### config.mk
export PLATFORM = sky130hd
export DESIGN_NAME = prog_seq
export DESIGN_NICKNAME = d
export VERILOG_FILES = /design/src/rtl/prog_seq.sv
export SDC_FILE = /design/constraint.sdc
export NUM_CORES = 1
export LEC_CHECK = 0
export ABC_CLOCK_PERIOD_IN_PS = 5900
export CELL_PAD_IN_SITES_DETAIL_PLACEMENT = 1
export CELL_PAD_IN_SITES_GLOBAL_PLACEMENT = 2
export CORE_MARGIN = 1
export CORE_UTILIZATION = 24
export DETAILED_ROUTE_END_ITERATION = 10
export DONT_BUFFER_PORTS = 1
export HOLD_SLACK_MARGIN = 0.15
export PLACE_DENSITY_LB_ADDON = 0.1
export SKIP_LAST_GASP = 1
export SYNTH_ARGS = -nofsm -noshare
export SYNTH_HDL_FRONTEND = slang
export SYNTH_SLANG_ARGS = --single-unit
### constraint.sdc
create_clock -name clk -period 5.9 [get_ports clk]
set_clock_uncertainty 0.2 [all_clocks]
set_input_delay 0.295 -clock clk [delete_from_list [all_inputs] [get_ports clk]]
set_output_delay 0.295 -clock clk [all_outputs]
set_load 0.05 [all_outputs]
### src/rtl/prog_seq.sv
module prog_seq #(
  parameter int PAGE_W = 4,
  parameter int ACC_W  = 4,
  parameter int DEPTH  = 4
) (
  input  logic                          clk,
  input  logic                          rst_n,
  input  logic                          inc_en,
  input  logic                          tbr_en,
  input  logic                          call_en,
  input  logic                          ret_en,
  input  logic                          pgld_en,
  input  logic                          st_wr,
  input  logic                          st_val,
  input  logic [ACC_W+1:0]              opnd,
  input  logic [ACC_W-1:0]              acc,
  input  logic [3:0]                    breg,
  input  logic                          carry,
  output logic [PAGE_W+ACC_W+1:0]       pc_o,
  output logic                          status_o,
  output logic [DEPTH*(PAGE_W+ACC_W+2)-1:0] stk_o
);
  localparam int ADDR_W = ACC_W + 2;
  localparam int PC_W   = PAGE_W + ADDR_W;

  logic [PAGE_W-1:0] page_q, pend_q;
  logic [ADDR_W-1:0] addr_q;
  logic              status_q;
  logic [PC_W-1:0]   stk_q [DEPTH];

  wire call_go   = call_en & status_q;
  wire call_skip = call_en & ~status_q;
  wire tbr_go    = tbr_en & ~call_en;
  wire ret_go    = ret_en & ~call_en & ~tbr_en;
  wire pgld_go   = pgld_en & ~call_en & ~tbr_en & ~ret_en;
  wire step_go   = (inc_en | pgld_en) & ~call_en & ~tbr_en & ~ret_en;

  wire [PC_W-1:0]   seq_pc   = {page_q, addr_q + ADDR_W'(1)};
  wire [PAGE_W-1:0] tbr_page = {breg[3:2], {(PAGE_W-2){1'b0}}}
                             | PAGE_W'(opnd[1:0]) | PAGE_W'(carry);
  wire [ADDR_W-1:0] tbr_addr = {acc, breg[1:0]};

  always_ff @(posedge clk) begin
    if (!rst_n) begin
      page_q <= '0;
      addr_q <= '0;
    end else if (call_go) begin
      page_q <= pend_q;
      addr_q <= opnd;
    end else if (call_skip) begin
      {page_q, addr_q} <= seq_pc;
    end else if (tbr_go) begin
      page_q <= tbr_page;
      addr_q <= tbr_addr;
    end else if (ret_go) begin
      {page_q, addr_q} <= stk_q[0];
    end else if (step_go) begin
      {page_q, addr_q} <= seq_pc;
    end
  end

  always_ff @(posedge clk) begin
    if (!rst_n)        pend_q <= '0;
    else if (call_en)  pend_q <= '0;
    else if (pgld_go)  pend_q <= opnd[PAGE_W-1:0];
  end

  always_ff @(posedge clk) begin
    if (!rst_n)                status_q <= 1'b1;
    else if (call_skip)        status_q <= 1'b1;
    else if (st_wr & ~call_en) status_q <= st_val;
  end

  for (genvar k = 0; k < DEPTH; k++) begin : g_lvl
    logic [PC_W-1:0] push_src, pop_src;
    if (k == 0) begin : g_top
      assign push_src = seq_pc;
    end else begin : g_mid
      assign push_src = stk_q[k-1];
    end
    if (k == DEPTH-1) begin : g_bot
      assign pop_src = stk_q[k];
    end else begin : g_up
      assign pop_src = stk_q[k+1];
    end
    always_ff @(posedge clk) begin
      if (!rst_n)       stk_q[k] <= '0;
      else if (call_go) stk_q[k] <= push_src;
      else if (ret_go)  stk_q[k] <= pop_src;
    end
    assign stk_o[k*PC_W +: PC_W] = stk_q[k];
  end

  assign pc_o     = {page_q, addr_q};
  assign status_o = status_q;
endmodule


; ---- Word level (Yosys, flattened, before mapping)
; Memories as Yosys holds them, arrays and structs flattened.
; Cells that the tools add are included.
[op_classes]
n_addsub = 1
eq_ne = 1
mux = 25
bitwise = 28
n_reduce_logical = 5
[ops]
columns = op, count
row1 = $mux 10, 8
row2 = $mux 6, 5
row3 = $mux 4, 4
row4 = $and 1x1->1, 12
row5 = $or 1x1->1, 9
row6 = $mux 1, 8
row7 = $add 6x1->6 const B, 1
row8 = $not 1->1, 5
row9 = $reduce_bool 5->1, 1
row10 = $or 4x1->4, 1
row11 = $or 4x2->4, 1
row12 = $reduce_or 2->1, 2
row13 = $reduce_bool 3->1, 1
row14 = $ne 2x2->1 const B, 1
row15 = $reduce_and 2->1, 1
[word_totals]
regBits = 15
ramBits = 40
in_bits = 24
out_inout_bits = 51
wordCells = 65
n_memories = 1
[mem_list]
columns = name, words, word_bits, rd, rd_clocked_by_memory_dff, wr, line
row1 = stk_q, 4, 10, 4, 0, 4, 29  ; logic [PC_W-1:0] stk_q [DEPTH];

; ---- Depth between registers and ports, before layout
; Gate-level depths: netlist (run 1).
[logic_depth]
ltp_word = 9
depth_mapped = 7
depth_no_buf = 6

; ---- Worst setup path before layout (run 1)
; No wires, ideal clock.
[synth_path]
path_type = reg-to-reg
startpoint = register status_q, in the netlist status_o
endpoint = memory stk_q[0][0] (netlist name), enable pin
setup_time_ps = 376
t_arrival_ps = 1791
required_time_ps = 5324
slack_ps = 3534
path_stages_with_launch = 5
path_buffers = 1
synth_period_minus_slack_ps = 2366
cell_sequence = dfxtp_1 > buf_2 > nand2_1 > nand2_1 > a21o_1
[synth_rtl]
columns = element, line
row1 = from (decl), 28  ; logic status_q;
row2 = from (signal assigned), 71  ; else if (st_wr & ~call_en) status_q <= st_val;
row3 = to (decl), 29

==> results of run 1 <==
-- routing by layer --
metal	global-route usage, %	vias to the layer above
li1	-	842
met1	19.6	917
met2	23.0	69
met3	5.19	6
met4	3.72	0
met5	0	-
-- cell usage in the layout, fill, tap and decap left out, types with 3 or more instances in the layout --
cell / Yosys / layout
a21oi_1: 4 / 4
dfxtp_1: 15 / 15
nor2_1: 7 / 7
nand2_1: 17 / 17
xor2_1: 3 / 3
edfxtp_1: 40 / 40
and2_1: 13 / 13
o21ai_0: 14 / 14
dlygate4sd3_1: 0 / 19
a22o_1: 28 / 28
nor2b_1: 4 / 4
mux2i_1: 12 / 12
inv_1: 4 / 4
o211ai_1: 3 / 3
nand3_1: 4 / 4
a22oi_1: 8 / 8
and3_1: 4 / 4
clkbuf_8: 0 / 5
-- Yosys cell counts (4+ instances only) --
master and count:
nand2_1 17, inv_1 4, and2_1 13, edfxtp_1 40
nor2b_1 4, a21oi_1 4, a22o_1 28, o21ai_0 14
nand3_1 4, and3_1 4, clkbuf_1 9, a22oi_1 8
dfxtp_1 15, nor2_1 7, mux2i_1 12
-- worst register-to-register path, cell delays in order, from the launching register on --
cell and delay, ns:
dfxtp_1 0.92, nand2_1 0.23, nand2_1 0.51, a21o_1 0.71
-- registers in the layout (all words and copies together), names as in the netlist --
signal    count
addr_q        6
pend_q        4
stk_q        40
status_o      1
page_q        4
-- through the flow --
stage / area [um2] / worst slack [ns] / power (mW)
final: 2960 / 2.96 / 0.900
after global routing: 2960 / 2.70 / 0.932
after CTS: 2960 / 2.89 / 0.911
after floorplan: 2560 / 3.53 / 0.616
after global placement: 2670 / 3.03 / 0.640
after detailed placement: 2670 / 2.91 / 0.643
-- worst paths after layout --
kind	endpoint	slack, ns	cells after the start
worst min-delay path	addr_q[2]	0.15	4
worst max register to register	stk_q[0][9]	2.96	3
worst min register to register	pend_q[0]	0.31	2
worst max-delay path	stk_q[0][9]	2.96	3
-- layout make-up --
| cell class | instances | area [um2] | share of cell area (%) |
|---|---|---|---|
| clock buffer | 5 | 68.8 | 2.32 |
| tap | 136 | 170 | 5.74 |
| multi-input combinational | 142 | 972 | 32.8 |
| clock inverter | 2 | 37.5 | 1.27 |
| timing repair buffer | 20 | 198 | 6.67 |
| sequential | 55 | 1500 | 50.7 |
| inverter | 4 | 15.0 | 0.507 |
-- where the power goes --
group	internal, mW	switching (mW)
Clock	0.124	0.129
Combinational	0.0336	0.0417
Sequential	0.446	0.126
Total	0.604	0.296
-- cell families after synthesis --
group	share of synthesized area, %
adders and majority gates	0.488
AOI/OAI and AO/OA	19.7
xor gates and xnor gates	1.37
and+or+nand+nor	11.7
muxes	4.69
DFF	58.6
buffers and inverters	3.51
==> reports/metrics.cfg, run 1 <==
[status]
status = finished clean

[placed_design]
gp_congestion = 0.714
dp.cells = 338
dp_hpwl_um = 5640
numPortBuffers = 0

[hold_path]
hold_start = opnd[2]
hold_path_class = in2reg

[drt]
wl_met1_um = 3850
wl_met2_um = 3510
vias = 1834
highest_layer = met4
drtIter0Drc = 94
viasPerCell = 5.04
drc_errors = 0
wl_met3_um = 626
routedWlPerCell_um = 22.2
dr.pass1.iters = 4
wl_um = 8070
drtAntennaViolNets = 0

[sta]
min_period_ns = 2.94
post-route-period-util_pct = 49.9
holdWs_ns = 0.152
slew_headroom_pct = 18.8
max_freq_mhz = 340
slew_violations = 0
setup_viol = 0
worstMarginPinSlew_ns = 1.22
hold_viol = 0
fin_setup_tns_ns = 0
grt_setup_unrepaired = false

[critical_path]
crit_fanout = 20
slowest_stage = dfxtp_1
startpoint = status_o
max_stage_delay_ns = 0.92
start_kind = flop
cp_num_buf_inv = 0
critical-path-top-delay-family = flip-flops
timing.rr.start = status_o
crit_chain = nand2_1 -> nand2_1 -> a21o_1
crit_top_cell = nand2_1
worstPathArrival_ns = 2.68
critPathRequiredTime_ns = 5.64
cp-end-kind = flop
critPathKind = reg2reg

[synth]
synthFlopType = edfxtp_1
synth-edff-count = 40
netlist_instances = 216
synth_area_per_cell_um2 = 11.9
ys_types = 37
ys_warn_count = 0
ys_seq_area_share_pct = 58.6
synthTopCellsByArea = edfxtp_1, dfxtp_1, a22o_1
synth_top_cell_area_share_pct = 46.9
synthArstFlopShare_pct = 0
syn_area_um2 = 2560
yosysTopAreaCell = edfxtp_1
synth.net_count = 241
ys_ff_latch = 55

[final_layout]
diodes = 0
drive_gt1_share_pct = 4.39
fin_util_pct = 28.7
nets = 253
instances_no_fill = 364
synthToLayoutAreaGrowth_pct = 15.6
nFillCells = 1133

[power_and_ir_drop]
p_per_area_nw_per_um2 = 304
p_leak_nw = 1.11
irDropWorstVdd_v = 0.000109

[clock_tree]
cts_buffers = 5
clockBufferDepth = 2
clk_latency_ns = 0.31
cts.sinks = 55
clockRootBuffer = clkbuf_8
cts_tree = yes
cts-htree-levels = 2
cts-resized-gates = 0
cts-hold-fix-buffers = 19
clk_pin_slew_ns = 0.11
cts_setup_buffers = 0

[floorplanning]
die_height_um = 105
io_pins = 75
start_util_pct = 24.8
die_area_um2 = 11100
dieWidth_um = 105
core_area_um2 = 10300
placementRows = 37

[global_route]
grt_pass1_vias = 1905
antenna_found_initial = 0
grt_overflow_total = 0
grt.total_usage_pct = 14.8
grt_start_max_net_pins = 38
grt_pass1_wl_um = 12400

[job]
cap_violations = 0

Note: power is estimated with default switching activity, not from simulation.
==> run 2: changes to the inputs <==
Settings changed: ABC_AREA set to 1, ABC_CLOCK_PERIOD_IN_PS 5900 to 2900.
Clock period 5.9 ns to 2.9 ns, I/O delays scaled along.
==> run 2 against run 1 <==
Count of clock-buffer cells in the layout is the same. Global-route usage grew 1.2 points. Non-clock buffer count grew 27. Hold slack gained 0.028 ns. Sequential share of layout area shrank 7.6 points. Clock power grew to 2.5 times the previous value. Total power grew 130%. Final cell count grew 34%. First-iteration DRC count shrank 15%. Largest cell class unchanged. Largest power group unchanged. Area after synthesis grew 8.3%.
==> reports/metrics.cfg, run 2 <==
[clock_tree]
cts_tree = yes
clockBufferDepth = 2
clk_latency_ns = 0.30
cts_buffers = 5
clockRootBuffer = clkbuf_16
cts.sinks = 55
cts-htree-levels = 2
clk_pin_slew_ns = 0.08

[synth]
netlist_top_cells_count = nand2_1, inv_1, edfxtp_1
synth-edff-count = 40
ys_types = 31
synthFlopType = edfxtp_1
synthArstFlopShare_pct = 0
ys_ff_latch = 55
ys_warn_count = 0
netlist_instances = 302
yosysTopAreaCell = edfxtp_1
synth_top_cell_area_share_pct = 43.3
synth.net_count = 327
ys_seq_area_share_pct = 54.1
synthTopCellsByArea = edfxtp_1, dfxtp_1, nand2_1
synth_area_per_cell_um2 = 9.19
synth.most_common_cell = nand2_1
syn_area_um2 = 2780

[sta]
slew_violations = 0
setup_viol = 0
worstMarginPinSlew_ns = 0.659
post-route-period-util_pct = 90.3
fin_setup_tns_ns = 0
setup_ws_ns = 0.282
holdWs_ns = 0.180
hold_viol = 0
min_period_ns = 2.62
grt_setup_unrepaired = false
max_freq_mhz = 382
slew_headroom_pct = 56.0

[final_layout]
mostFrequentLayoutCell = nand2_1
fin_util_pct = 31.6
final_cell_mix = nand2_1, inv_1, edfxtp_1
regArea_um2 = 1500
synthToLayoutAreaGrowth_pct = 25.5
diodes = 0
top_regs = stk_q x40, addr_q x6
nets = 372
drive_gt1_share_pct = 12.6
top_register = stk_q
multiInputGateArea_um2 = 1010
largest_register_ffs = 40
nFillCells = 1293
instances_no_fill = 488

[drt]
wl_um = 9210
wl_met1_um = 4030
highest_layer = met4
drtAntennaViolNets = 0
vias = 2291
viasPerCell = 4.69
routedWlPerCell_um = 18.9
wl_met2_um = 4530
wl_met3_um = 587
drc_errors = 0
drtIter0Drc = 80
dr.pass1.iters = 4

[critical_path]
critPathCapture = addr_q[1]
crit_fanout = 5
worstPathArrival_ns = 2.60
reg2regPathDepth = 10
startpoint = addr_q[1]
timing.rr.start = addr_q[1]
worst-r2r-setup-slack_ns = 0.28
critPathKind = reg2reg
start_kind = flop
cp-end-kind = flop
timing.rr.end = addr_q[1]
critPathRequiredTime_ns = 2.88

[floorplanning]
start_util_pct = 25.2
core_area_um2 = 11000
die_height_um = 110
placementRows = 38
die_area_um2 = 12000
dieWidth_um = 110
io_pins = 75

[hold_path]
hold_path_class = in2reg

[status]
status = finished clean

[placed_design]
pre_cts_slack_ns = 1.07
dp.cells = 439
numPortBuffers = 0
gp_congestion = 0.682
dp_hpwl_um = 6490

[global_route]
antenna_found_initial = 0
grt_overflow_total = 0
grt_start_max_net_pins = 32
grt_pass1_wl_um = 14100
grt_pass1_vias = 2518
grt.total_usage_pct = 16.0

[power_and_ir_drop]
comb_power_share_pct = 13.7
power.internal_mw = 1.34
power.share.clock_pct = 30.9
p_per_area_nw_per_um2 = 589
irDropWorstVdd_v = 0.000260
p_sw_share_pct = 34.8
power_frac_seq_pct = 55.4
p_leak_nw = 1.36
p_switching_mw = 0.715

[job]
cap_violations = 0

run 2: cell types whose count changed after synthesis, moves of 12 or more:
cell / before / now
nand2_1: 17 / 68
a21oi_1: 4 / 18
mux2i_1: 12 / 0
inv_1: 4 / 45
o21ai_1: 0 / 20
a22o_1: 28 / 0
and2_1: 13 / 0
run 2: cells by family after synthesis:
| kind of cell | count (synthesis) | share of synthesized area (%) |
|---|---|---|
| AOI/OAI and AO/OA | 72 | 16.4 |
| xor gates and xnor gates | 1 | 0.316 |
| adders and majority gates | 1 | 0.451 |
| buffers and inverters | 60 | 9.69 |
| DFF | 55 | 54.1 |
| and+or+nand+nor | 113 | 19.1 |
run 2: per-layer routing:
metal	GRT usage, %	vias up
met3	4.80	6
met5	0	-
met4	3.43	0
li1	-	1089
met1	19.4	1145
met2	27.8	51
run 2: final cells by class:
cell class                      instances  area share (%)
Sequential cell                        55            43.1
Multi-Input combinational cell        187            28.9
Timing Repair Buffer                   47            13.0
Inverter                               51            5.67
Tap cell                              140            5.03
Clock buffer                            5            3.59
Clock inverter                          3           0.682
run 2: power by group through the flow:
| stage | registers (mW) | logic (mW) | clock network [mW] |
|---|---|---|---|
| after floorplan | 1.16 | 0.145 | 0 |
| final | 1.14 | 0.281 | 0.634 |
| after global placement | 1.16 | 0.228 | 0 |
| after global routing | 1.15 | 0.312 | 0.686 |
| after CTS | 1.14 | 0.282 | 0.664 |
| after detailed placement | 1.16 | 0.227 | 0 |
run 2: what timing repair did:
item                                    CTS  global route
gates resized for setup                   0             3
endpoints found under the hold margin    35             0
endpoints found under the setup margin    0             2
buffers inserted                          0             2
hold buffers                             39             0
run 2: worst min-delay path by stage:
stage / start / end / slack (ns) / depth (start not counted)
floorplan: st_wr / status_o / 0.05 / 1
global placement: st_wr / status_o / 0.06 / 1
detailed placement: st_wr / status_o / 0.08 / 1
CTS: ret_en / addr_q[4] / 0.18 / 6
global route: ret_en / addr_q[4] / 0.25 / 6
finish: ret_en / addr_q[4] / 0.18 / 6
run 2: through the flow:
step | cell area [um2] | power, mW
2_1_floorplan | 2780 | 1.31
3_3_place_gp | 2920 | 1.39
3_5_place_dp | 2920 | 1.39
4_1_cts | 3460 | 2.09
5_1_grt | 3480 | 2.15
6_report | 3480 | 2.05
run 2: critical path, stage by stage (launching register included):
cell and delay, ns:
dfxtp_1 0.31, buf_4 0.23, ha_1 0.27, nand2_1 0.09, nand2_1 0.06, nand2_1 0.06
nand2_1 0.06, dlygate4sd3_1 0.56, nand2_1 0.06, dlygate4sd3_1 0.56, a21oi_1 0.06
